--- config.mk ---
export PLATFORM = sky130hd
export DESIGN_NAME = pcseq_top
export DESIGN_NICKNAME = d
export VERILOG_FILES = /design/src/rtl/pcseq_pkg.sv /design/src/rtl/pcseq_arbiter.sv /design/src/rtl/pcseq_stack.sv /design/src/rtl/pcseq_top.sv
export SDC_FILE = /design/constraint.sdc
export NUM_CORES = 1
export LEC_CHECK = 0
export CAP_MARGIN = 20
export CORE_MARGIN = 4
export CORE_UTILIZATION = 41
export CTS_CLUSTER_SIZE = 28
export DETAILED_ROUTE_END_ITERATION = 12
export DONT_BUFFER_PORTS = 1
export GPL_TIMING_DRIVEN = 1
export SYNTH_ARGS = -nofsm -noshare
export SYNTH_HDL_FRONTEND = slang
export SYNTH_SLANG_ARGS = --single-unit
--- constraint.sdc ---
create_clock -name clk -period 3.5 [get_ports clk]
set_input_delay 0.175 -clock clk [delete_from_list [all_inputs] [get_ports clk]]
set_output_delay 0.175 -clock clk [all_outputs]
set_load 0.1 [all_outputs]
--- src/rtl/pcseq_pkg.sv ---
package pcseq_pkg;

    typedef enum logic [2:0] {
        OP_HOLD,
        OP_STEP,
        OP_LOAD_LOW,
        OP_ADD_LOW,
        OP_RETURN,
        OP_CALL,
        OP_VECTOR
    } seq_op_e;

endpackage

--- src/rtl/pcseq_arbiter.sv ---
module pcseq_arbiter
    import pcseq_pkg::*;
(
    input  logic    irq_i,
    input  logic    call_i,
    input  logic    ret_i,
    input  logic    lowwr_i,
    input  logic    lowadd_i,
    input  logic    step_i,
    output seq_op_e op_o,
    output logic    save_o,
    output logic    restore_o
);

    // Fixed priority: vector, call, return, low write, step
    always_comb begin
        if (irq_i)        op_o = OP_VECTOR;
        else if (call_i)  op_o = OP_CALL;
        else if (ret_i)   op_o = OP_RETURN;
        else if (lowwr_i) op_o = lowadd_i ? OP_ADD_LOW : OP_LOAD_LOW;
        else if (step_i)  op_o = OP_STEP;
        else              op_o = OP_HOLD;
        save_o    = (op_o == OP_VECTOR) || (op_o == OP_CALL);
        restore_o = (op_o == OP_RETURN);
    end

endmodule

--- src/rtl/pcseq_stack.sv ---
module pcseq_stack #(
    parameter int unsigned DEPTH = 8,
    parameter int unsigned W     = 13
) (
    input  logic         clk,
    input  logic         rst_n,
    input  logic         save_i,
    input  logic         restore_i,
    input  logic [W-1:0] save_data_i,
    output logic [W-1:0] top_o
);

    localparam int unsigned PTR_W = $clog2(DEPTH);

    typedef struct packed {
        logic [PTR_W-1:0] sp;
    } ptr_state_t;

    ptr_state_t   st_d, st_q;
    logic [W-1:0] slot_q [DEPTH];

    // Pointer wraps modulo DEPTH, no flags
    always_comb begin
        st_d = st_q;
        if (save_i)         st_d.sp = st_q.sp + 1'b1;
        else if (restore_i) st_d.sp = st_q.sp - 1'b1;
    end

    always_ff @(posedge clk or negedge rst_n) begin
        if (!rst_n) st_q <= '0;
        else        st_q <= st_d;
    end

    // Contents are deliberately not reset
    generate
        for (genvar g = 0; g < DEPTH; g++) begin : g_slot
            always_ff @(posedge clk) begin
                if (save_i && (st_q.sp == PTR_W'(g))) slot_q[g] <= save_data_i;
            end
        end
    endgenerate

    assign top_o = slot_q[st_q.sp - 1'b1];

    // A save makes its data the top entry
    assert_save_on_top_R5: assert property (@(posedge clk) disable iff (!rst_n)
        save_i |=> (top_o == $past(save_data_i)));

    // A save followed by a restore leaves the previous top visible again
    assert_restore_undoes_save_R6: assert property (@(posedge clk) disable iff (!rst_n)
        (save_i ##1 restore_i) |=> (top_o === $past(top_o, 2)));

    assert_exclusive_ops_R9: assert property (@(posedge clk) disable iff (!rst_n)
        !(save_i && restore_i));

endmodule

--- src/rtl/pcseq_top.sv ---
module pcseq_top
    import pcseq_pkg::*;
#(
    parameter int unsigned PC_W   = 13,
    parameter int unsigned LOW_W  = 8,
    parameter int unsigned DEPTH  = 8,
    parameter int unsigned VECTOR = 4
) (
    input  logic             clk,
    input  logic             rst_n,
    input  logic             step_i,
    input  logic             call_i,
    input  logic             irq_i,
    input  logic             ret_i,
    input  logic             lowwr_i,
    input  logic             lowadd_i,
    input  logic [PC_W-1:0]  target_i,
    input  logic [LOW_W-1:0] wdata_i,
    input  logic [LOW_W-1:0] latch_i,
    output logic [PC_W-1:0]  pc_o
);

    localparam int unsigned HI_W = PC_W - LOW_W;

    typedef struct packed {
        logic [PC_W-1:0] pc;
    } seq_state_t;

    seq_state_t      st_d, st_q;
    seq_op_e         op;
    logic            save, restore;
    logic [PC_W-1:0] save_data, stack_top, pc_inc;
    logic [LOW_W-1:0] low_sum;

    pcseq_arbiter u_arb (
        .irq_i     (irq_i),
        .call_i    (call_i),
        .ret_i     (ret_i),
        .lowwr_i   (lowwr_i),
        .lowadd_i  (lowadd_i),
        .step_i    (step_i),
        .op_o      (op),
        .save_o    (save),
        .restore_o (restore)
    );

    pcseq_stack #(.DEPTH(DEPTH), .W(PC_W)) u_stack (
        .clk         (clk),
        .rst_n       (rst_n),
        .save_i      (save),
        .restore_i   (restore),
        .save_data_i (save_data),
        .top_o       (stack_top)
    );

    always_comb begin
        pc_inc    = st_q.pc + 1'b1;
        low_sum   = st_q.pc[LOW_W-1:0] + wdata_i;   // carry dropped
        save_data = (op == OP_VECTOR) ? st_q.pc : pc_inc;
        st_d      = st_q;
        unique case (op)
            OP_VECTOR:   st_d.pc = PC_W'(VECTOR);
            OP_CALL:     st_d.pc = target_i;
            OP_RETURN:   st_d.pc = stack_top;
            OP_LOAD_LOW: st_d.pc = {latch_i[HI_W-1:0], wdata_i};
            OP_ADD_LOW:  st_d.pc = {latch_i[HI_W-1:0], low_sum};
            OP_STEP:     st_d.pc = pc_inc;
            default:     st_d.pc = st_q.pc;
        endcase
    end

    always_ff @(posedge clk or negedge rst_n) begin
        if (!rst_n) st_q <= '0;
        else        st_q <= st_d;
    end

    assign pc_o = st_q.pc;

    assert_vector_entry_R4: assert property (@(posedge clk) disable iff (!rst_n)
        irq_i |=> (pc_o == PC_W'(VECTOR)));

    assert_call_target_R3: assert property (@(posedge clk) disable iff (!rst_n)
        (call_i && !irq_i) |=> (pc_o == $past(target_i)));

    assert_page_from_latch_R7: assert property (@(posedge clk) disable iff (!rst_n)
        (lowwr_i && !irq_i && !call_i && !ret_i)
        |=> (pc_o[PC_W-1:LOW_W] == $past(latch_i[HI_W-1:0])));

    assert_step_advance_R2: assert property (@(posedge clk) disable iff (!rst_n)
        (step_i && !irq_i && !call_i && !ret_i && !lowwr_i)
        |=> (pc_o == $past(pc_o) + 1'b1));

    assert_idle_hold_R10: assert property (@(posedge clk) disable iff (!rst_n)
        !(step_i || irq_i || call_i || ret_i || lowwr_i) |=> $stable(pc_o));

endmodule

-- Yosys cells after proc, flatten, opt, wreduce, memory -nomap -nowiden
Memory sizes are Yosys's and may differ from the RTL's.
Cells that the tools add are included.
- logic and storage cells: 86
- bits in registers: 16
- bits in writable memories: 104
- memories: 1
- memories (name ; words ; bits a word ; read ports ; clocked after Yosys merged registers in ; wr ports ; line ; source):
    u_stack.slot_q ; 8 ; 13 ; 1 ; 0 ; 1 ; pcseq_stack.sv:20 ; logic [W-1:0] slot_q [DEPTH];
- reduce and logical (&&, ||, !) cells: 19
- add/subtract/negate cells: 4
- multiplexer cells: 47
- equality and inequality tests: 13
- operator list (cell ; count):
    2-to-1 mux 13 bit ; 8
    OR reduction 13 bit ; 7
    one-hot mux 13 bit (6 select lines) ; 1
    2-to-1 mux 3 bit ; 13
    2-to-1 mux 1 bit ; 25
    equality test 3 bit (second input constant) ; 7
    adder 13 x 1 -> 13 bit (second input constant) ; 1
    equality test 3 x 2 -> 1 bit (second input constant) ; 4
    adder 8 bit ; 1
    logical AND 1 bit ; 8
    equality test 3 x 1 -> 1 bit (second input constant) ; 2
    nonzero test 6 bit ; 1
    adder 3 x 1 -> 3 bit (second input constant) ; 1
    zero test 3 bit ; 1
    subtractor 3 x 1 -> 3 bit (second input constant) ; 1
    nonzero test 2 bit ; 1
    logical OR 1 bit ; 1

-- Logic depth before layout (Yosys ltp)
Gate-level depths: netlist of the first run.
- depth in word-level cells: 18
- mapped depth: 10
- gate-level depth less buffers: 8

-- Hierarchy
A second synthesis of the first run with hierarchy kept.
- cell total of the unflattened synthesis: 500
- area total of the unflattened synthesis: 6227.2 µm²
- modules (own cells, without submodules) (module ; seq. area each (µm²) ; times used ; area an instance (µm²) ; cells each):
    pcseq_stack ; 3198.1 ; 1 ; 4480.5 ; 270
    pcseq_top ; 325.3 ; 1 ; 1690.4 ; 221
    pcseq_arbiter ; 0.0 ; 1 ; 56.3 ; 9

-- Worst setup path before layout of the first run
OpenSTA, ideal clock, no wires.
- path type: register to register
- from: register u_stack.st_q[0] in the netlist's numbering
- to: register st_q (netlist bit pc_o[2])
- data arrival time: 2.613 ns
- library setup time: 0.127 ns
- stages on the path, launching flop included: 11
- setup slack: 0.759 ns
- data required time: 3.373 ns
- path through: dfrtp_1 -> buf_6 -> buf_2 -> inv_1 -> ha_1 -> clkbuf_1 -> mux4_2 -> and3b_1 -> or4_4 -> o32ai_2 -> a21oi_2
- cells in the longest elaborated chain, start to end: 3
- ends and longest elaborated chain (element ; line ; source):
    start: declaration ; pcseq_stack.sv:19 ; ptr_state_t st_d, st_q;
    start signal: assignment ; pcseq_stack.sv:31 ; else st_q <= st_d;
    subtractor 3 x 1 -> 3 bit ; pcseq_stack.sv:43 ; assign top_o = slot_q[st_q.sp - 1'b1];
    memory (8 x 13 bit) ; n/a ;
    one-hot mux 13 bit (6 select lines) ; pcseq_top.sv:61 ; unique case (op)
    end signal: assignment ; pcseq_top.sv:74 ; else st_q <= st_d;
    end: declaration ; pcseq_top.sv:29 ; seq_state_t st_d, st_q;
No other way between the ends.
A chain may end at the register's enable or synchronous reset.

-- Worst setup path after layout of the first run
- from: register u_stack.st_q[1] in the netlist's numbering
- to: register st_q (netlist bit pc_o[3])
Same word-level chain as after synthesis.

==> results of run 1 <==
[worst reg2reg max path, stage by stage (launching register included)]
cell and delay (ps):
dfrtp_1 380, inv_1 100, ha_1 330, buf_4 390, mux4_2 410, a222oi_1 310, dlygate4sd3_1 610, o211ai_1 90
[Yosys cell counts (2+ instances only)]
cell and n:
o211ai_1 2, ha_1 15, nand3_1 6, or2_2 2, nand2_1 16, a21oi_1 15, and2_1 2, a222oi_1 4
edfxtp_1 104, a22oi_1 3, inv_1 7, o21ai_0 5, nor2b_1 4, dfrtp_1 16, o21a_1 5, and3_1 6
buf_1 2, and4_1 2, nor2_1 19, nor3_1 8, xor2_1 10, nand4_1 5, o221ai_1 7, a211oi_1 3
mux4_2 22, mux2_2 3, xnor2_1 19, or3_1 2, clkbuf_1 15, o22ai_1 3, a21boi_0 2, mux2i_1 5
buf_2 3, mux4_1 4
[logic make-up (layout without fill, tap and decap cells)]
group	Yosys count	after routing	share of synthesized area, %
buffers and inverters	28	64	2.06
AND/OR/NAND/NOR	81	81	7.48
flip-flops	120	120	62.4
AO/OA/AOI/OAI	59	59	7.53
multiplexers	34	34	12.1
adder cells (fa/ha/maj)	16	16	3.68
XOR/XNOR	30	30	4.78
[power groups by stage]
stage / clock [mW] / combinational (mW) / sequential [mW]
4_1_cts: 1.78 / 2.06 / 2.16
6_report: 1.75 / 2.05 / 2.16
3_5_place_dp: 0 / 2.04 / 2.19
5_1_grt: 1.84 / 2.19 / 2.19
2_1_floorplan: 0 / 1.26 / 2.44
3_3_place_gp: 0 / 2.01 / 2.17
[worst paths after layout]
| check | depth (start not counted) | end | slack, ps | start |
|---|---|---|---|---|
| max | 7 | pc_o[3] | 740 | u_stack.st_q[1] |
| min in group asynchronous | 1 | pc_o[6] | 340 | rst_n |
| max reg2reg | 7 | pc_o[3] | 740 | u_stack.st_q[1] |
| min | 3 | u_stack.st_q[1] | 30 | irq_i |
| max in group asynchronous | 1 | u_stack.st_q[0] | 2570 | rst_n |
| min reg2reg | 3 | pc_o[3] | 710 | u_stack.slot_q[5][3] |
[what timing repair did]
item                                    CTS  global route
endpoints found under the setup margin    0             0
hold buffers                             10             0
hold endpoints to repair                 27             0
[stage by stage]
| stage | cell area, um^2 | utilization, % |
|---|---|---|
| after detailed placement | 5890 | 44.2 |
| after floorplan | 5650 | - |
| after global routing | 6600 | 49.4 |
| after global placement | 5890 | 44.2 |
| after CTS | 6600 | 49.4 |
| final | 6600 | 49.4 |
[state kept, by name, indices dropped and copies added (netlist names)]
signal / flops
pc_o: 13
u_stack.slot_q: 104
u_stack.st_q: 3
[cells in the final DEF, fill, tap and decap left out, types with 8 or more instances in the layout]
master | netlist | routed
edfxtp_1 | 104 | 104
clkbuf_16 | 0 | 17
ha_1 | 15 | 15
mux4_2 | 22 | 22
xor2_1 | 10 | 10
a21oi_1 | 15 | 15
xnor2_1 | 19 | 19
nor2_1 | 19 | 19
nor3_1 | 8 | 8
nand2_1 | 16 | 16
dfrtp_1 | 16 | 15
dlygate4sd3_1 | 0 | 10
buf_4 | 0 | 15
[cell type report]
type,instances,area [um^2],area share (%)
flip-flops and latches,120,3520,53.4
multi-input cells,220,2010,30.5
clock buffers,17,425,6.45
well taps,176,220,3.34
repair buffers,25,213,3.22
clock inverters,15,179,2.71
inverters,7,26.3,0.398
[per-layer routing]
layer,wire [um],vias to the layer above,track usage (%)
met5,0,-,0
met1,5700,1692,21.9
met2,6490,112,28.0
met3,642,17,4.43
met4,168,0,5.42
li1,-,1504,-
==> metrics.txt, run 1 <==
status finished, final reports clean; die area 15,700 um^2; switching part of the total 34.4%; Initial Utilization 42.3%; chip width 125 um; Reg power frac 36.2%; Leakage 2.30 nW; Seq/Total Area, Yosys 62.4%; CP Cell Sequence inv_1, ha_1, buf_4, mux4_2, a222oi_1, dlygate4sd3_1, o211ai_1; Rel. slew slack 34.7%; area grow syn2layout 16.8%; synthesized netlist cell count 368; wire per inst 22.4 um; startpoint types flip-flop; Final GP Congestion 0.852; Buf/Inv on CP 3; CTS clk-pin slew, worst paths 60 ps; PortBufs 0; # setup viols final 0; Syn Nets 421; placed cells 538; Post-Place Worst Slack 1000 ps; Final Max Slew Viols 0; cell family contributing the most delay on the critical path buffers and inverters; crit path max fanout 27; Max VDD drop 0.373 mV; Post-synth EDFFs 104; Clock Sinks 120; Yosys Warn Count 0; worst hold slack 25.0 ps; Critical Path RT 3750 ps; Rows 42; Net Sw Power 2.05 mW; Non-Filler Instances 580; postcts setup bufs 0; RSZ-0062 raised after global routing no; antenna violations before repair 0; post-synthesis sequential element count 120; CP endpoint kind flip-flop; IO Count 50; Crit Path Class reg2reg; drt pass-1 iters 5; Arr. time, crit path 3020 ps; Die Ht 125 um; P per Cell Area 904 nW/um^2; layout cells sized above 1 19.6%; GRT Total Usage 16.9%; Avg Inst Size Synth 15.4 um^2; antenna-violating nets left 0; vias in the first global route 3,461; grt total ovfl 0; Clk Latency, worst-skew pair 400 ps; Worst path slowest cell dlygate4sd3_1; Synth top area share 55.3%; max incr delay on CP 610 ps; fmax 362 MHz; # resized after CTS 0; post-route setup slack 736 ps; Post-Route WL 13,000 um; Final Hold Fails 0; Tmin final 2760 ps; TritonCTS clock tree done; Max Cap Viol 0; vias per cell 5.73; Main synth FF type edfxtp_1; DR vias 3,325; H-tree levels 4; FFs w/ async S/R, synth 13.3%; cell taking the most area after synthesis edfxtp_1; clock skew 7.44 ps; Fillers 1,129; combinational power share 34.4%; first-pass GRT wire length 20,200 um; synth unique cells 56; cts bufs inserted 17; Internal 3.92 mW; Layout Nets 444; ANT cells 0; Worst Tran Pin Value 979 ps; Final Power 5.97 mW; clock share of power 29.4%; setup tns final 0 ps; Hold Path Class in2reg; clock root buffer clkbuf_16; largest net degree at the start of global routing 30; drt drc 0; Iteration-0 DRC Markers 316; worst-case clock buffer depth 2; top cells by area, synth edfxtp_1 55%, mux4_2 8.8%, dfrtp_1 7.1%, ha_1 3.3%, xnor2_1 2.9%; core area 13,300 um^2; crit share post-route 79.0%; Syn Std Cell Area 5650 um^2; post-DP HPWL 8520 um
(Power assumes the default switching activity.)
==> inputs of run 2 (changes only) <==
==> constraint.sdc (replaced) <==
create_clock -name clk -period 2.8 [get_ports clk]
set_input_delay 0.14 -clock clk [delete_from_list [all_inputs] [get_ports clk]]
set_output_delay 0.14 -clock clk [all_outputs]
set_load 0.1 [all_outputs]
==> run 2 against run 1 <==
Net effect:
- global-route usage rose by 0.43 points
- worst setup slack lost 540 ps
- first-iteration DRC count increased by 5.1%
- register-to-register slack got worse by 540 ps
- combinational power rose by 30%
- critical path type unchanged
- critical endpoint is now pc_o[4]
- highest routed layer unchanged
==> metrics.txt, run 2 (synthesis results as in run 1) <==
Layout Nets 462; commonest non-fill, non-tap cell in the layout edfxtp_1; vias per cell 5.72; fmax 384 MHz; Fillers 1,106; Hold Path Class in2reg; clock skew 11.9 ps; chip width 125 um; # setup viols final 0; Clock Sinks 120; Max Cap Viol 0; ANT cells 0; depth of the most critical reg-to-reg path 8; Final Max Slew Viols 0; drt pass-1 iters 5; Final Power 7.43 mW; cts bufs inserted 17; met3 routed wirelength 1020 um; Max VDD drop 0.462 mV; CP Launch Point u_stack.st_q[0]; Worst path slowest cell dlygate4sd3_1; Die Ht 125 um; Post-Route WL 13,000 um; highest-count cells in the layout ignoring fill and taps 104 x edfxtp_1, 22 x mux4_2, 22 x buf_4; GRT Total Usage 17.4%; status finished, final reports clean; post-DP HPWL 8630 um; Rows 42; Sequential cell area 3520 um^2; P per Cell Area 1100 nW/um^2; crit path max fanout 10; clock root buffer clkbuf_16; layout cells sized above 1 20.6%; Critical Path RT 3140 ps; IO Count 50; area grow syn2layout 19.6%; area of the multi-input gates 2020 um^2; r2r setup slk 200 ps; largest net degree at the start of global routing 30; vias in the first global route 3,524; H-tree levels 4; CP Cell Sequence inv_1, ha_1, xor2_4, nor2_2, a22o_1, a21oi_1, o221ai_1, dlygate4sd3_1; antenna-violating nets left 0; setup tns final 0 ps; first-pass GRT wire length 20,500 um; Reg-to-Reg End pc_o[4]; postcts setup bufs 0; Critical R2R Launch u_stack.st_q[0]; grt total ovfl 0; Arr. time, crit path 2940 ps; Iteration-0 DRC Markers 332; Final Hold Fails 0; DR vias 3,419; Clk Latency, worst-skew pair 410 ps; met2 routed WL 6340 um; CP endpoint kind flip-flop; worst-case clock buffer depth 2; PortBufs 0; CTS clk-pin slew, worst paths 60 ps; max incr delay on CP 570 ps; die area 15,700 um^2; Worst Tran Pin Value 958 ps; Leakage 2.39 nW; Largest register FFs 104; Final GP Congestion 0.816; Initial Utilization 42.3%; Crit Path Class reg2reg; crit share post-route 93.0%; Largest Register u_stack.slot_q; TritonCTS clock tree done; Tmin final 2600 ps; wire per inst 21.8 um; drt drc 0; M1 wire length 5490 um; Rel. slew slack 36.0%; uppermost layer routed met4; core area 13,300 um^2; antenna violations before repair 0; Critical Path Sink pc_o[4]; startpoint types flip-flop; RSZ-0062 raised after global routing no
==> run 2: critical path: cells and delay by family (launching register included) <==
family	cells	cell delay (ps)
buffers and inverters	2	660
and+or+nand+nor	1	550
AOI/OAI and AO/OA	3	430
DFF	1	380
adders and majority gates	1	280
xor gates and xnor gates	1	250
==> run 2: worst min-delay path by stage <==
stage | start | to | slack [ps] | cells past startpoint
final | wdata_i[7] | pc_o[7] | 10 | 3
after global routing | ret_i | u_stack.st_q[2] | 30 | 4
after CTS | wdata_i[7] | pc_o[7] | 3 | 3
after detailed placement | rst_n | pc_o[1] | -150 | 0
after global placement | rst_n | pc_o[1] | -150 | 0
after floorplan | rst_n | pc_o[0] | -160 | 0
==> run 2: layer usage <==
layer	up-vias	GRT usage [%]
met5	-	0
met4	0	5.61
met3	18	5.42
met2	155	27.4
met1	1707	23.1
li1	1539	-
==> run 2: area by class of cell <==
class	instances	share of cell area, %
Tap cell	176	3.26
Clock buffer	21	7.30
Multi-Input combinational cell	220	29.9
Sequential cell	120	52.2
Timing Repair Buffer	43	5.70
Inverter	7	0.389
Clock inverter	11	1.24
==> run 2: report_power, final <==
group	total (mW)	switching, mW	internal (mW)	leakage (nW)
Clock	2.05	0.778	1.27	0.289
Combinational	2.66	1.59	1.07	0.937
Sequential	2.71	0.183	2.53	1.17
Total	7.43	2.55	4.87	2.39
==> run 2: through the flow <==
step                util, %  instances  worst slack (ps)  hold slack (ps)  cell area [um^2]
global placement       44.7        546               518             -155              5970
floorplan                 -        368              59.5             -156              5650
global route           50.6        598              64.3             29.9              6760
CTS                    50.5        598              93.4             3.26              6740
detailed placement     44.7        546               463             -155              5970
finish                 50.6        598               196             9.82              6760
==> run 2: timing repair <==
item,in CTS,in global routing
hold buffers,20,0
hold endpoints to repair,30,0
gates resized for setup,0,1
setup endpoints to repair,0,2
==> inputs of run 3 (changes only) <==
--- a/config.mk
+++ b/config.mk
@@ -5,6 +5,7 @@
 export SDC_FILE = /design/constraint.sdc
 export NUM_CORES = 1
 export LEC_CHECK = 0
+export ABC_AREA = 1
 export CAP_MARGIN = 20
 export CORE_MARGIN = 4
 export CORE_UTILIZATION = 41
==> run 3 against run 2 <==
Net effect:
- design area up 8.3%
- clock power up 4%
- worst setup slack better by 390 ps
- global-route usage up 1.5 points
- register-to-register slack better by 390 ps
- first-iteration DRC count up 11%
- largest power group is now combinational logic
==> metrics.txt, run 3 <==
placed cells 869; commonest non-fill, non-tap cell in the layout nand2_1; Final GP Congestion 0.953; FFs w/ async S/R, synth 13.3%; combinational power share 41.1%; cts bufs inserted 17; Net Sw Power 3.25 mW; IO Count 50; clock share of power 26.4%; chip width 130 um; placed cell areas 6540 um^2; largest net degree at the start of global routing 56; die area 17,000 um^2; Iteration-0 DRC Markers 367; fmax 452 MHz; crit path max fanout 8; PortBufs 0; CP Cell Sequence ha_1, nand3_1, xor2_1, o21ai_0; GRT Total Usage 18.8%; Commonest cells post-synth 137 x nand2_1, 105 x nor2_1, 104 x edfxtp_1, 94 x nand3_1, 60 x o21ai_0; Die Ht 130 um; P per Cell Area 1110 nW/um^2; Main synth FF type edfxtp_1; status finished, final reports clean; Yosys Warn Count 0; antenna violations before repair 0; H-tree levels 4; Tmin final 2210 ps; Clk Latency, worst-skew pair 420 ps; wire per inst 17.0 um; clock root buffer clkbuf_16; final core occ 50.2%; post-synthesis sequential element count 120; grt met1 use 25.9%; GRT met3 Usage 3.29%; vias in the first global route 4,584; Post-synth EDFFs 104; Syn Nets 730; Buf/Inv on CP 0; Syn Std Cell Area 6150 um^2; core area 14,600 um^2; RSZ-0062 raised after global routing no; global routing's busiest layer met2; CP endpoint kind flip-flop; Arr. time, crit path 2300 ps; Seq/Total Area, Yosys 57.3%; crit share post-route 79.1%; postcts setup bufs 0; Initial Utilization 42.1%; worst-case clock buffer depth 2; first-pass GRT wire length 24,200 um; most numerous cell in the Yosys netlist nand2_1; drt pass-1 iters 5; vias per cell 5.33; DR vias 4,901; Rel. slew slack 32.5%; max incr delay on CP 750 ps; Leakage 3.00 nW; cell family contributing the most delay on the critical path compound AO/OA/AOI/OAI gates; layout cells sized above 1 11.4%; Post-Route WL 15,600 um; CTS clk-pin slew, worst paths 60 ps; synthesized netlist cell count 677; Max VDD drop 0.566 mV; Worst path slowest cell o21ai_0; antenna-violating nets left 0; Internal 4.85 mW; grt total ovfl 0; area grow syn2layout 19.1%; switching part of the total 40.1%; startpoint types flip-flop; # resized after CTS 0; Max Cap Viol 0; Largest register FFs 104; Synth top area share 50.8%; Clock Sinks 120; Final Max Slew Viols 0; Hold Path Class in2reg; drt drc 0; Finished Cell Area 7320 um^2; synth unique cells 27; cell taking the most area after synthesis edfxtp_1; worst hold slack 10.7 ps; # setup viols final 0; setup tns final 0 ps; Critical Path RT 2880 ps; Non-Filler Instances 920; TritonCTS clock tree done; ANT cells 0; Reg power frac 32.5%; clock skew 8.54 ps; Worst Tran Pin Value 1000 ps; Avg Inst Size Synth 9.08 um^2; Layout Nets 776; highest-count cells in the layout ignoring fill and taps 137 x nand2_1, 105 x nor2_1, 104 x edfxtp_1; Rows 44; Final Hold Fails 0; Largest Register u_stack.slot_q; Crit Path Class reg2reg; post-DP HPWL 10,500 um; top cells by area, synth edfxtp_1 51%, nand2_1 8.4%, nand3_1 7.7%, dfrtp_1 6.5%, nor2_1 6.4%; GR Util met2 30.1%
## run 3: cell types whose count changed after synthesis, sizes merged, moves of 6 or more
cell	before	now
nor2	20	105
buf	6	16
nand3	6	95
and3	6	0
mux4	26	0
inv	7	58
xnor2	19	4
o21ai	5	60
nand2	16	139
o221ai	7	0
a21oi	16	9
nand4	5	14
## run 3: final cells by class
type | count | area (um^2)
fillers | 1295 | 7270
clock buffers | 23 | 488
inverters | 60 | 225
clock inverters | 9 | 98.8
repair buffers | 56 | 468
flip-flops and latches | 120 | 3520
multi-input cells | 468 | 2280
well taps | 184 | 230
## run 3: metal layers
layer	vias to the layer above	share of wire, %
li1	2382	-
met1	2355	45
met2	142	48
met3	22	5.6
met4	0	1.5
met5	-	0
## run 3: cells by family after synthesis
logic type      count (synthesis)  share of synthesized area (%)
flops                         120                           57.3
xor+xnor                       10                           1.43
fa+ha+maj                      16                           3.38
buf+inv                        89                           5.99
compound gates                 72                           5.96
simple gates                  370                           25.9
## run 3: power by group through the flow
stage	Combinational, mW	Sequential (mW)	Clock (mW)
2_1_floorplan	1.94	2.99	0
3_3_place_gp	3.23	2.64	0
3_5_place_dp	3.30	2.66	0
4_1_cts	3.35	2.62	2.16
5_1_grt	3.70	2.66	2.25
6_report	3.33	2.63	2.14
## run 3: worst paths after layout
kind / start / to / slack, ps / depth (start not counted)
setup / recovery: pc_o[0] / u_stack.slot_q[4][4] / 590 / 4
hold / removal: target_i[8] / pc_o[8] / 10 / 4
setup reg to reg: pc_o[0] / u_stack.slot_q[4][4] / 590 / 4
hold reg to reg: pc_o[12] / pc_o[12] / 600 / 2
max in group asynchronous: rst_n / u_stack.st_q[2] / 1950 / 1
min in group asynchronous: rst_n / pc_o[9] / 300 / 1
## run 3: stage by stage
| step | setup slack [ps] | power, mW |
|---|---|---|
| after floorplan | 179 | 4.93 |
| after global placement | 651 | 5.87 |
| after detailed placement | 623 | 5.95 |
| after CTS | 601 | 8.13 |
| after global routing | 400 | 8.61 |
| final | 586 | 8.10 |
## run 3: worst min-delay path, cell delays in order
cell and delay [ps]:
nand3_1 60, nand2_1 70, inv_1 40, nand4_1 80
## run 3: timing repair
| item | in CTS | in global routing |
|---|---|---|
| endpoints found under the hold margin | 28 | 0 |
| hold buffers | 19 | 0 |
| endpoints found under the setup margin | 0 | 0 |
